--- config.mk ---
export PLATFORM = sky130hd
export DESIGN_NAME = batt_fault_sup
export DESIGN_NICKNAME = d
export VERILOG_FILES = /design/src/rtl/bfs_pkg.sv /design/src/rtl/bfs_crc16.sv /design/src/rtl/bfs_limit_chk.sv /design/src/rtl/batt_fault_sup.sv
export SDC_FILE = /design/constraint.sdc
export NUM_CORES = 1
export LEC_CHECK = 0
export CAP_MARGIN = 15
export CORE_MARGIN = 1.5
export CORE_UTILIZATION = 56
export CTS_CLUSTER_DIAMETER = 50
export DETAILED_ROUTE_END_ITERATION = 16
export PLACE_DENSITY_LB_ADDON = 0.1
export SETUP_SLACK_MARGIN = 0.2
export SLEW_MARGIN = 20
export SYNTH_ARGS = -nofsm -noshare
export SYNTH_HDL_FRONTEND = slang
export SYNTH_SLANG_ARGS = --single-unit
--- constraint.sdc ---
create_clock -name clk -period 4.3 [get_ports clk]
set_clock_uncertainty 0.2 [all_clocks]
set_input_delay 0.43 -clock clk [delete_from_list [all_inputs] [get_ports clk]]
set_output_delay 0.43 -clock clk [all_outputs]
set_load 0.005 [all_outputs]
--- src/rtl/bfs_pkg.sv ---
package bfs_pkg;
  localparam int WORD_W    = 16;
  localparam int BYTE_W    = 8;
  localparam int NUM_FLAGS = 4;
  localparam int F_CELL_HI = 0;
  localparam int F_CELL_LO = 1;
  localparam int F_TEMP_HI = 2;
  localparam int F_TEMP_LO = 3;

  typedef enum logic [1:0] {ST_IDLE, ST_RECV, ST_EVAL} bfs_state_t;

  // One byte through a non-reflected CRC-16, high bit of the byte first
  function automatic logic [WORD_W-1:0] crc16_step(input logic [WORD_W-1:0] cin,
                                                   input logic [BYTE_W-1:0] din,
                                                   input logic [WORD_W-1:0] poly);
    logic [WORD_W-1:0] r;
    logic fb;
    r = cin;
    for (int i = BYTE_W-1; i >= 0; i--) begin
      fb = r[WORD_W-1] ^ din[i];
      r  = {r[WORD_W-2:0], 1'b0};
      if (fb) r = r ^ poly;
    end
    return r;
  endfunction
endpackage

--- src/rtl/bfs_crc16.sv ---
module bfs_crc16 #(
  parameter logic [15:0] POLY = 16'h8005
) (
  input  logic        clk,
  input  logic        rst,
  input  logic        init_i,
  input  logic        en_i,
  input  logic [7:0]  byte_i,
  output logic [15:0] crc_o
);
  always_ff @(posedge clk) begin
    if (rst || init_i) crc_o <= '0;
    else if (en_i)     crc_o <= bfs_pkg::crc16_step(crc_o, byte_i, POLY);
  end
endmodule

--- src/rtl/bfs_limit_chk.sv ---
module bfs_limit_chk #(
  parameter int WORD_W      = 16,
  parameter bit TEMP_SIGNED = 1'b1
) (
  input  logic [WORD_W-1:0] word_i,
  input  logic              is_temp_i,
  input  logic [WORD_W-1:0] cell_hi_i,
  input  logic [WORD_W-1:0] cell_lo_i,
  input  logic [WORD_W-1:0] temp_hi_i,
  input  logic [WORD_W-1:0] temp_lo_i,
  output logic [3:0]        viol_o
);
  logic t_over, t_under;

  generate
    if (TEMP_SIGNED) begin : g_signed
      assign t_over  = $signed(word_i) > $signed(temp_hi_i);
      assign t_under = $signed(word_i) < $signed(temp_lo_i);
    end else begin : g_unsigned
      assign t_over  = word_i > temp_hi_i;
      assign t_under = word_i < temp_lo_i;
    end
  endgenerate

  always_comb begin
    viol_o = '0;
    if (is_temp_i) begin
      viol_o[bfs_pkg::F_TEMP_HI] = t_over;
      viol_o[bfs_pkg::F_TEMP_LO] = t_under;
    end else begin
      viol_o[bfs_pkg::F_CELL_HI] = word_i > cell_hi_i;
      viol_o[bfs_pkg::F_CELL_LO] = word_i < cell_lo_i;
    end
  end
endmodule

--- src/rtl/batt_fault_sup.sv ---
module batt_fault_sup #(
  parameter int NUM_CELLS = 16,
  parameter int NUM_TEMPS = 4,
  parameter int CNT_W     = 8
) (
  input  logic             clk,
  input  logic             rst,
  input  logic             tick_i,
  input  logic             clr_i,
  output logic             req_o,
  input  logic             smp_valid_i,
  input  logic [7:0]       smp_data_i,
  input  logic [15:0]      cell_hi_i,
  input  logic [15:0]      cell_lo_i,
  input  logic [15:0]      temp_hi_i,
  input  logic [15:0]      temp_lo_i,
  output logic [3:0]       flags_o,
  output logic             contactor_open_o,
  output logic             meas_ready_o,
  output logic [CNT_W-1:0] crc_err_cnt_o,
  output logic [CNT_W-1:0] overrun_cnt_o
);
  import bfs_pkg::*;

  localparam int NUM_WORDS   = NUM_CELLS + NUM_TEMPS;
  localparam int DATA_BYTES  = 2 * NUM_WORDS;
  localparam int FRAME_BYTES = DATA_BYTES + 2;
  localparam int BC_W        = $clog2(FRAME_BYTES + 1);
  localparam logic [BC_W-1:0] CRC_HI_IDX = BC_W'(DATA_BYTES);
  localparam logic [BC_W-1:0] LAST_IDX   = BC_W'(FRAME_BYTES - 1);
  localparam logic [BC_W-1:0] CELL_LIM   = BC_W'(NUM_CELLS);

  bfs_state_t            st;
  logic [BC_W-1:0]       bcnt;
  logic [7:0]            msb_q;
  logic [WORD_W-1:0]     crc_rx;
  logic [NUM_FLAGS-1:0]  pend;
  logic                  live_fault;

  logic                  byte_fire, is_data, is_temp;
  logic [WORD_W-1:0]     crc_calc;
  logic [NUM_FLAGS-1:0]  viol;

  assign byte_fire = (st == ST_RECV) && smp_valid_i;
  assign is_data   = bcnt < CRC_HI_IDX;
  assign is_temp   = (bcnt >> 1) >= CELL_LIM;

  bfs_crc16 #(.POLY(16'h8005)) crc_i (
    .clk    (clk),
    .rst    (rst),
    .init_i (st == ST_IDLE),
    .en_i   (byte_fire && is_data),
    .byte_i (smp_data_i),
    .crc_o  (crc_calc)
  );

  bfs_limit_chk #(.WORD_W(WORD_W), .TEMP_SIGNED(1'b1)) lim_i (
    .word_i    ({msb_q, smp_data_i}),
    .is_temp_i (is_temp),
    .cell_hi_i (cell_hi_i),
    .cell_lo_i (cell_lo_i),
    .temp_hi_i (temp_hi_i),
    .temp_lo_i (temp_lo_i),
    .viol_o    (viol)
  );

  always_ff @(posedge clk) begin
    if (rst) begin
      st               <= ST_IDLE;
      bcnt             <= '0;
      msb_q            <= '0;
      crc_rx           <= '0;
      pend             <= '0;
      live_fault       <= 1'b0;
      req_o            <= 1'b0;
      flags_o          <= '0;
      contactor_open_o <= 1'b0;
      meas_ready_o     <= 1'b0;
      crc_err_cnt_o    <= '0;
      overrun_cnt_o    <= '0;
    end else begin
      req_o        <= 1'b0;
      meas_ready_o <= 1'b0;

      if (tick_i && st != ST_IDLE) overrun_cnt_o <= overrun_cnt_o + 1'b1;

      if (clr_i && !live_fault) begin
        flags_o          <= '0;
        contactor_open_o <= 1'b0;
      end

      case (st)
        ST_IDLE: begin
          if (tick_i) begin
            st    <= ST_RECV;
            req_o <= 1'b1;
            bcnt  <= '0;
            pend  <= '0;
          end
        end
        ST_RECV: begin
          if (byte_fire) begin
            bcnt <= bcnt + 1'b1;
            if (is_data && !bcnt[0]) msb_q <= smp_data_i;
            if (is_data && bcnt[0])  pend  <= pend | viol;
            if (bcnt == CRC_HI_IDX)  crc_rx[15:8] <= smp_data_i;
            if (bcnt == LAST_IDX) begin
              crc_rx[7:0] <= smp_data_i;
              st          <= ST_EVAL;
            end
          end
        end
        ST_EVAL: begin
          st <= ST_IDLE;
          if (crc_calc == crc_rx) begin
            live_fault <= |pend;
            if (|pend) begin
              flags_o          <= flags_o | pend;
              contactor_open_o <= 1'b1;
            end else if (flags_o == '0) begin
              meas_ready_o <= 1'b1;
            end
          end else begin
            crc_err_cnt_o <= crc_err_cnt_o + 1'b1;
          end
        end
        default: st <= ST_IDLE;
      endcase
    end
  end
endmodule

; ---- Yosys cells after proc, flatten, opt, wreduce, memory -nomap -nowiden
; Cells that the tools add are included.
[classes]
add_sub_neg = 3
magnitude_cmp = 6
n_eq_ne = 9
mux = 45
n_bitwise = 21
n_reduce_logical = 24
[ops]
columns = operator, n
row1 = $mux W16, 22
row2 = $gt A16 B16 Y1, 2
row3 = $lt A16 B16 Y1, 2
row4 = $mux W4, 7
row5 = $not A3 Y3, 8
row6 = $add A8 B1 Y8 const B, 2
row7 = $eq A16 B16 Y1, 1
row8 = $reduce_and A3 Y1, 5
row9 = $eq A6 B6 Y1 const B, 2
row10 = $mux W6, 2
row11 = $pmux W6 S2, 1
row12 = $mux W2, 5
row13 = $or A4 B4 Y4, 2
row14 = $pmux W4 S2, 1
row15 = $xor A1 B1 Y1, 8
row16 = $reduce_or A7 Y1, 1
row17 = $add A6 B1 Y6 const B, 1
row18 = $logic_and A1 B1 Y1, 6
row19 = $lt A6 B6 Y1 const B, 1
row20 = $mux W1, 6
row21 = $ge A5 B5 Y1 const B, 1
row22 = $logic_not A4 Y1, 1
row23 = $ne A2 B1 Y1 const B, 2
row24 = $ne A2 B2 Y1 const B, 2
row25 = other kinds (12), 17
[word_totals]
reg_bits = 76
inputBits = 77
out_inout_bits = 23
elab_cells = 122

; ---- Depth between registers and ports, before layout
[logic_depth]
word_depth = 31
depth_mapped = 9
depth_no_buf = 9

; ---- Hierarchy
; Synthesis repeated with hierarchy kept, for this count alone.
[hier_totals]
cells_unflattened = 577
area_unflattened_um2 = 5046.1
[modules_own_cells]
columns = module, instances, cells_per_inst, area_per_inst_um2, seq_area_each_um2
row1 = batt_fault_sup, 1, 282, 2647.5, 1201.2
row2 = bfs_limit_chk, 1, 216, 1581.5, 0.0
row3 = bfs_crc16, 1, 79, 817.0, 320.3

; ---- Worst setup path before layout
; No wires, ideal clock.
[synth_path]
path_type = input -> register
start = input temp_lo_i[3]
end = register pend[3]
setup_ps = 86
t_arrival_ps = 1773
required_time_ps = 4014
setup_slack_ps = 2242
path_stages = 7
path_buffers = 0
path_cell_list = inv_1 > ha_1 > or4_1 > a221o_1 > a21oi_1 > nor3_1 > a211oi_1
[synth_via]
elab_chain_cells = 6
[synth_rtl]
columns = item, line
row1 = "start, declared", batt_fault_sup.sv:16  ; input logic [15:0] temp_lo_i,
row2 = $lt A16 B16 Y1, bfs_limit_chk.sv:18  ; assign t_under = $signed(word_i) < $signed(temp_lo_i);
row3 = $mux W2, bfs_limit_chk.sv:27  ; if (is_temp_i) begin
row4 = $or A4 B4 Y4, batt_fault_sup.sv:105  ; if (is_data && bcnt[0]) pend <= pend | viol;
row5 = $mux W4, batt_fault_sup.sv:105
row6 = $mux W4, batt_fault_sup.sv:102  ; if (byte_fire) begin
row7 = $pmux W4 S2, batt_fault_sup.sv:92  ; case (st)
row8 = "end signal, assigned", batt_fault_sup.sv:105
row9 = "end, declared", batt_fault_sup.sv:37  ; logic [NUM_FLAGS-1:0] pend;
; No other way between the ends. The select of a mux whose other input is x is not followed.
; A chain may end at the register's enable or synchronous reset.

; ---- Final worst setup path
[layout_path]
start = input smp_data_i[5]
end = register pend[3]
[layout_via]
elab_chain_cells = 6
[layout_rtl]
columns = item, line
row1 = "start, declared", batt_fault_sup.sv:12  ; input logic [7:0] smp_data_i,
row2 = $lt A16 B16 Y1, bfs_limit_chk.sv:18
row3 = $mux W2, bfs_limit_chk.sv:27
row4 = $or A4 B4 Y4, batt_fault_sup.sv:105
row5 = $mux W4, batt_fault_sup.sv:105
row6 = $mux W4, batt_fault_sup.sv:102
row7 = $pmux W4 S2, batt_fault_sup.sv:92
; No other way between the ends. The select of a mux whose other input is x is not followed.

==> metrics.txt <==
status complete, no violations; remaining antenna violation count 0; Area Growth Syn to Fin 26.21%; Crit-path slowest cell clkdlybuf4s50_1; root buffer cell clkbuf_8; final setup margin 1693 ps; sequential area share after synthesis 31.03%; commonest non-fill, non-tap cell in the layout clkdlybuf4s50_1; mapped cell area 0.004903 sq mm; hold depth 1; diodes inserted 0; post_cts resized 0; Post-CTS Setup Bufs 0; Leakage 2.753 nW; yosys warns 0; Vias/cell 5.570; Initial Utilization 58.79%; Core ar. 0.008341 sq mm; Seq cells post-synth 76; Routed WL 12090 um; Finished Core Util 74.20%; unique cell type count in the Yosys netlist 46; Post-Route M1 WL 5457 um; highest routed layer met4; pre-CTS setup slack 1343 ps; Fill cells 651; WL/cell 15.16 um; clock period minus final worst setup slack 2607 ps; Peak VDD IR 0.0002264 V; Ports 100; met3 routed wirelength 772 um; initial antenna violation count 0; gpl congestion 0.8986; most used flip-flop cell after synthesis dfxtp_1; Worst Tran Pin Value 988.9 ps; drt initial violations 227; Critical Path Source Type input port; row count 33; critical path arrival 2670 ps; GRT Util Overall 27.28%; clk_lat worst skew 350 ps; cell depth of the worst flop-to-flop path 5; crit-path max FO 8; final setup violation count 0; CP endpoint pend[3]; DRC 0; via count 4445; Clk pin slew, worst setup/hold paths 70 ps; GRT overflow 0; worst reg2reg endpoint msb_q[3]; highest-count cells in the layout ignoring fill and taps 98 x clkdlybuf4s50_1, 76 x dfxtp_1, 67 x ha_1, 64 x inv_1, 63 x nand2_1; r2r setup slk 1900 ps; CP endpoint kind register; CTS tree done; # hold bufs at CTS 0; Critical Path Source smp_data_i[5]; CTS Buf Count 9; WP data required 4360 ps; max-slew violation count 0; vias in the first global route 4228; pwr dens 268.0 mW/mm^2; drt first pass iters 5; Nets 832; setup_tns 0 ps; area of the multi-input gates 0.003074 sq mm; Worst Hold Class reg -> reg; Max stage delay on crit path 650 ps; clock sinks 76; CTS H-tree depth 3; Post-synth EDFFs 0; HPWL Detailed 9390 um; die area 0.009327 sq mm; FF+latch area 0.001521 sq mm; Synth Net Count 739; IO Port Bufs 99; Tcrit/Tclk final 60.63%; maximum capacitance violations 0; Rel. slew slack 34.07%; Peak Freq 383.6 MHz; Die Span X 96.58 um; asr flop ratio synth 0%; fraction of layout cells with a size suffix above 1 3.752%; first-pass GRT wire length 19620 um; Syn Inst Count 595; die boundary height 96.58 um; critical path type in -> reg; clk buf depth 2; largest net degree at the start of global routing 56; Final Hold Violating Endpoints 0; FF-to-FF Start st[0]; worst path cell trace clkdlybuf4s50_1 > ha_1 > or4_1 > a221o_1 > a21oi_1 > nor3_1 > a211oi_1; RSZ-0062 raised after global routing no; syn avg cell area 8.241 sq um; DR WL met2 5640 um
==> critical path, delay by kind of cell <==
family | cells | cell delay (ps)
AOI/OAI and AO/OA | 3 | 670
buffers and inverters | 1 | 650
and+or+nand+nor | 2 | 570
adders and majority gates | 1 | 340
==> final cells by class <==
type                       count  area share [%]
sequential                    76           24.59
timing repair buffer          99           15.93
tap                          105           2.123
clock buffer                  12           2.669
inverter                      64           3.882
clock inverter                 4           1.132
multi-input combinational    438           49.68
==> where the power goes <==
part           total, W  leakage [nW]  internal, W  switching, W
Sequential     0.000729         0.614     0.000713     0.0000159
Combinational  0.000304          2.02     0.000159      0.000145
Clock          0.000625         0.122     0.000372      0.000253
Total           0.00166          2.75      0.00124      0.000414
==> cell families (layout without fill, tap and decap cells) <==
kind of cell	after synthesis	in the layout	share of synthesized area [%]
simple gates	191	191	18.27
compound gates	116	116	14.14
buf+inv	81	179	6.277
flops	76	76	31.03
fa+ha+maj	67	67	17.10
xor+xnor	55	55	11.35
mux	9	9	1.837
==> sequential cells by signal, indices dropped and copies added (netlist names) <==
register and cells:
overrun_cnt_o 8, crc_i.crc_o 16, bcnt 6, crc_err_cnt_o 8
crc_rx 16, flags_o 4, live_fault 1, pend 4
msb_q 8, req_o 1, st 2, meas_ready_o 1
contactor_open_o 1
==> synthesized netlist by cell type, types with 2 or more instances <==
cell type / n / area, sq um
a21o_1: 13 / 97.59
xnor2_2: 6 / 97.59
o21ai_1: 19 / 95.09
and4_1: 3 / 26.28
xnor2_1: 32 / 280.3
nor4_1: 4 / 25.02
nor2_1: 56 / 210.2
o21a_1: 5 / 37.54
nand2b_1: 7 / 43.79
nand4_1: 19 / 118.9
mux2i_1: 9 / 90.09
nand3_1: 11 / 55.05
nor2b_1: 8 / 50.05
o2111ai_1: 2 / 17.52
a211oi_1: 12 / 90.09
inv_1: 64 / 240.2
clkbuf_1: 13 / 48.80
xor2_1: 14 / 122.6
o21ai_0: 8 / 40.04
ha_1: 67 / 838.3
xor2_2: 2 / 32.53
nor3_1: 7 / 35.03
dfxtp_1: 76 / 1521
buf_2: 3 / 15.01
and3_1: 3 / 18.77
a21oi_1: 49 / 245.2
nand2_1: 63 / 236.5
nor3b_1: 2 / 15.01
==> per-stage QoR <==
stage / power [W] / instances / area (sq um) / hold slack (ps)
6_report: 0.001658 / 798 / 6188 / 267.5
5_1_grt: 0.001725 / 798 / 6188 / 287.9
4_1_cts: 0.001662 / 798 / 6188 / 268.6
3_5_place_dp: 0.001046 / 782 / 5953 / 257.8
3_3_place_gp: 0.001032 / 782 / 5953 / 254.2
2_1_floorplan: 0.0009148 / 595 / 4903 / 239.9
==> layer usage <==
layer  up-vias  global-route usage, %
li1       2211                      -
met4         0                  7.609
met1      2038                  36.13
met2       165                  45.69
met5         -                      0
met3        31                  4.617
==> how the worst min path moves through the flow <==
stage,slack [ps],to,from
6_report,270,meas_ready_o,flags_o[3]
5_1_grt,290,crc_rx[15],crc_rx[15]
4_1_cts,270,crc_rx[15],crc_rx[15]
3_5_place_dp,260,meas_ready_o,flags_o[3]
3_3_place_gp,250,crc_rx[8],crc_rx[8]
2_1_floorplan,240,meas_ready_o,flags_o[3]
Power figures use the tool's default switching activity.
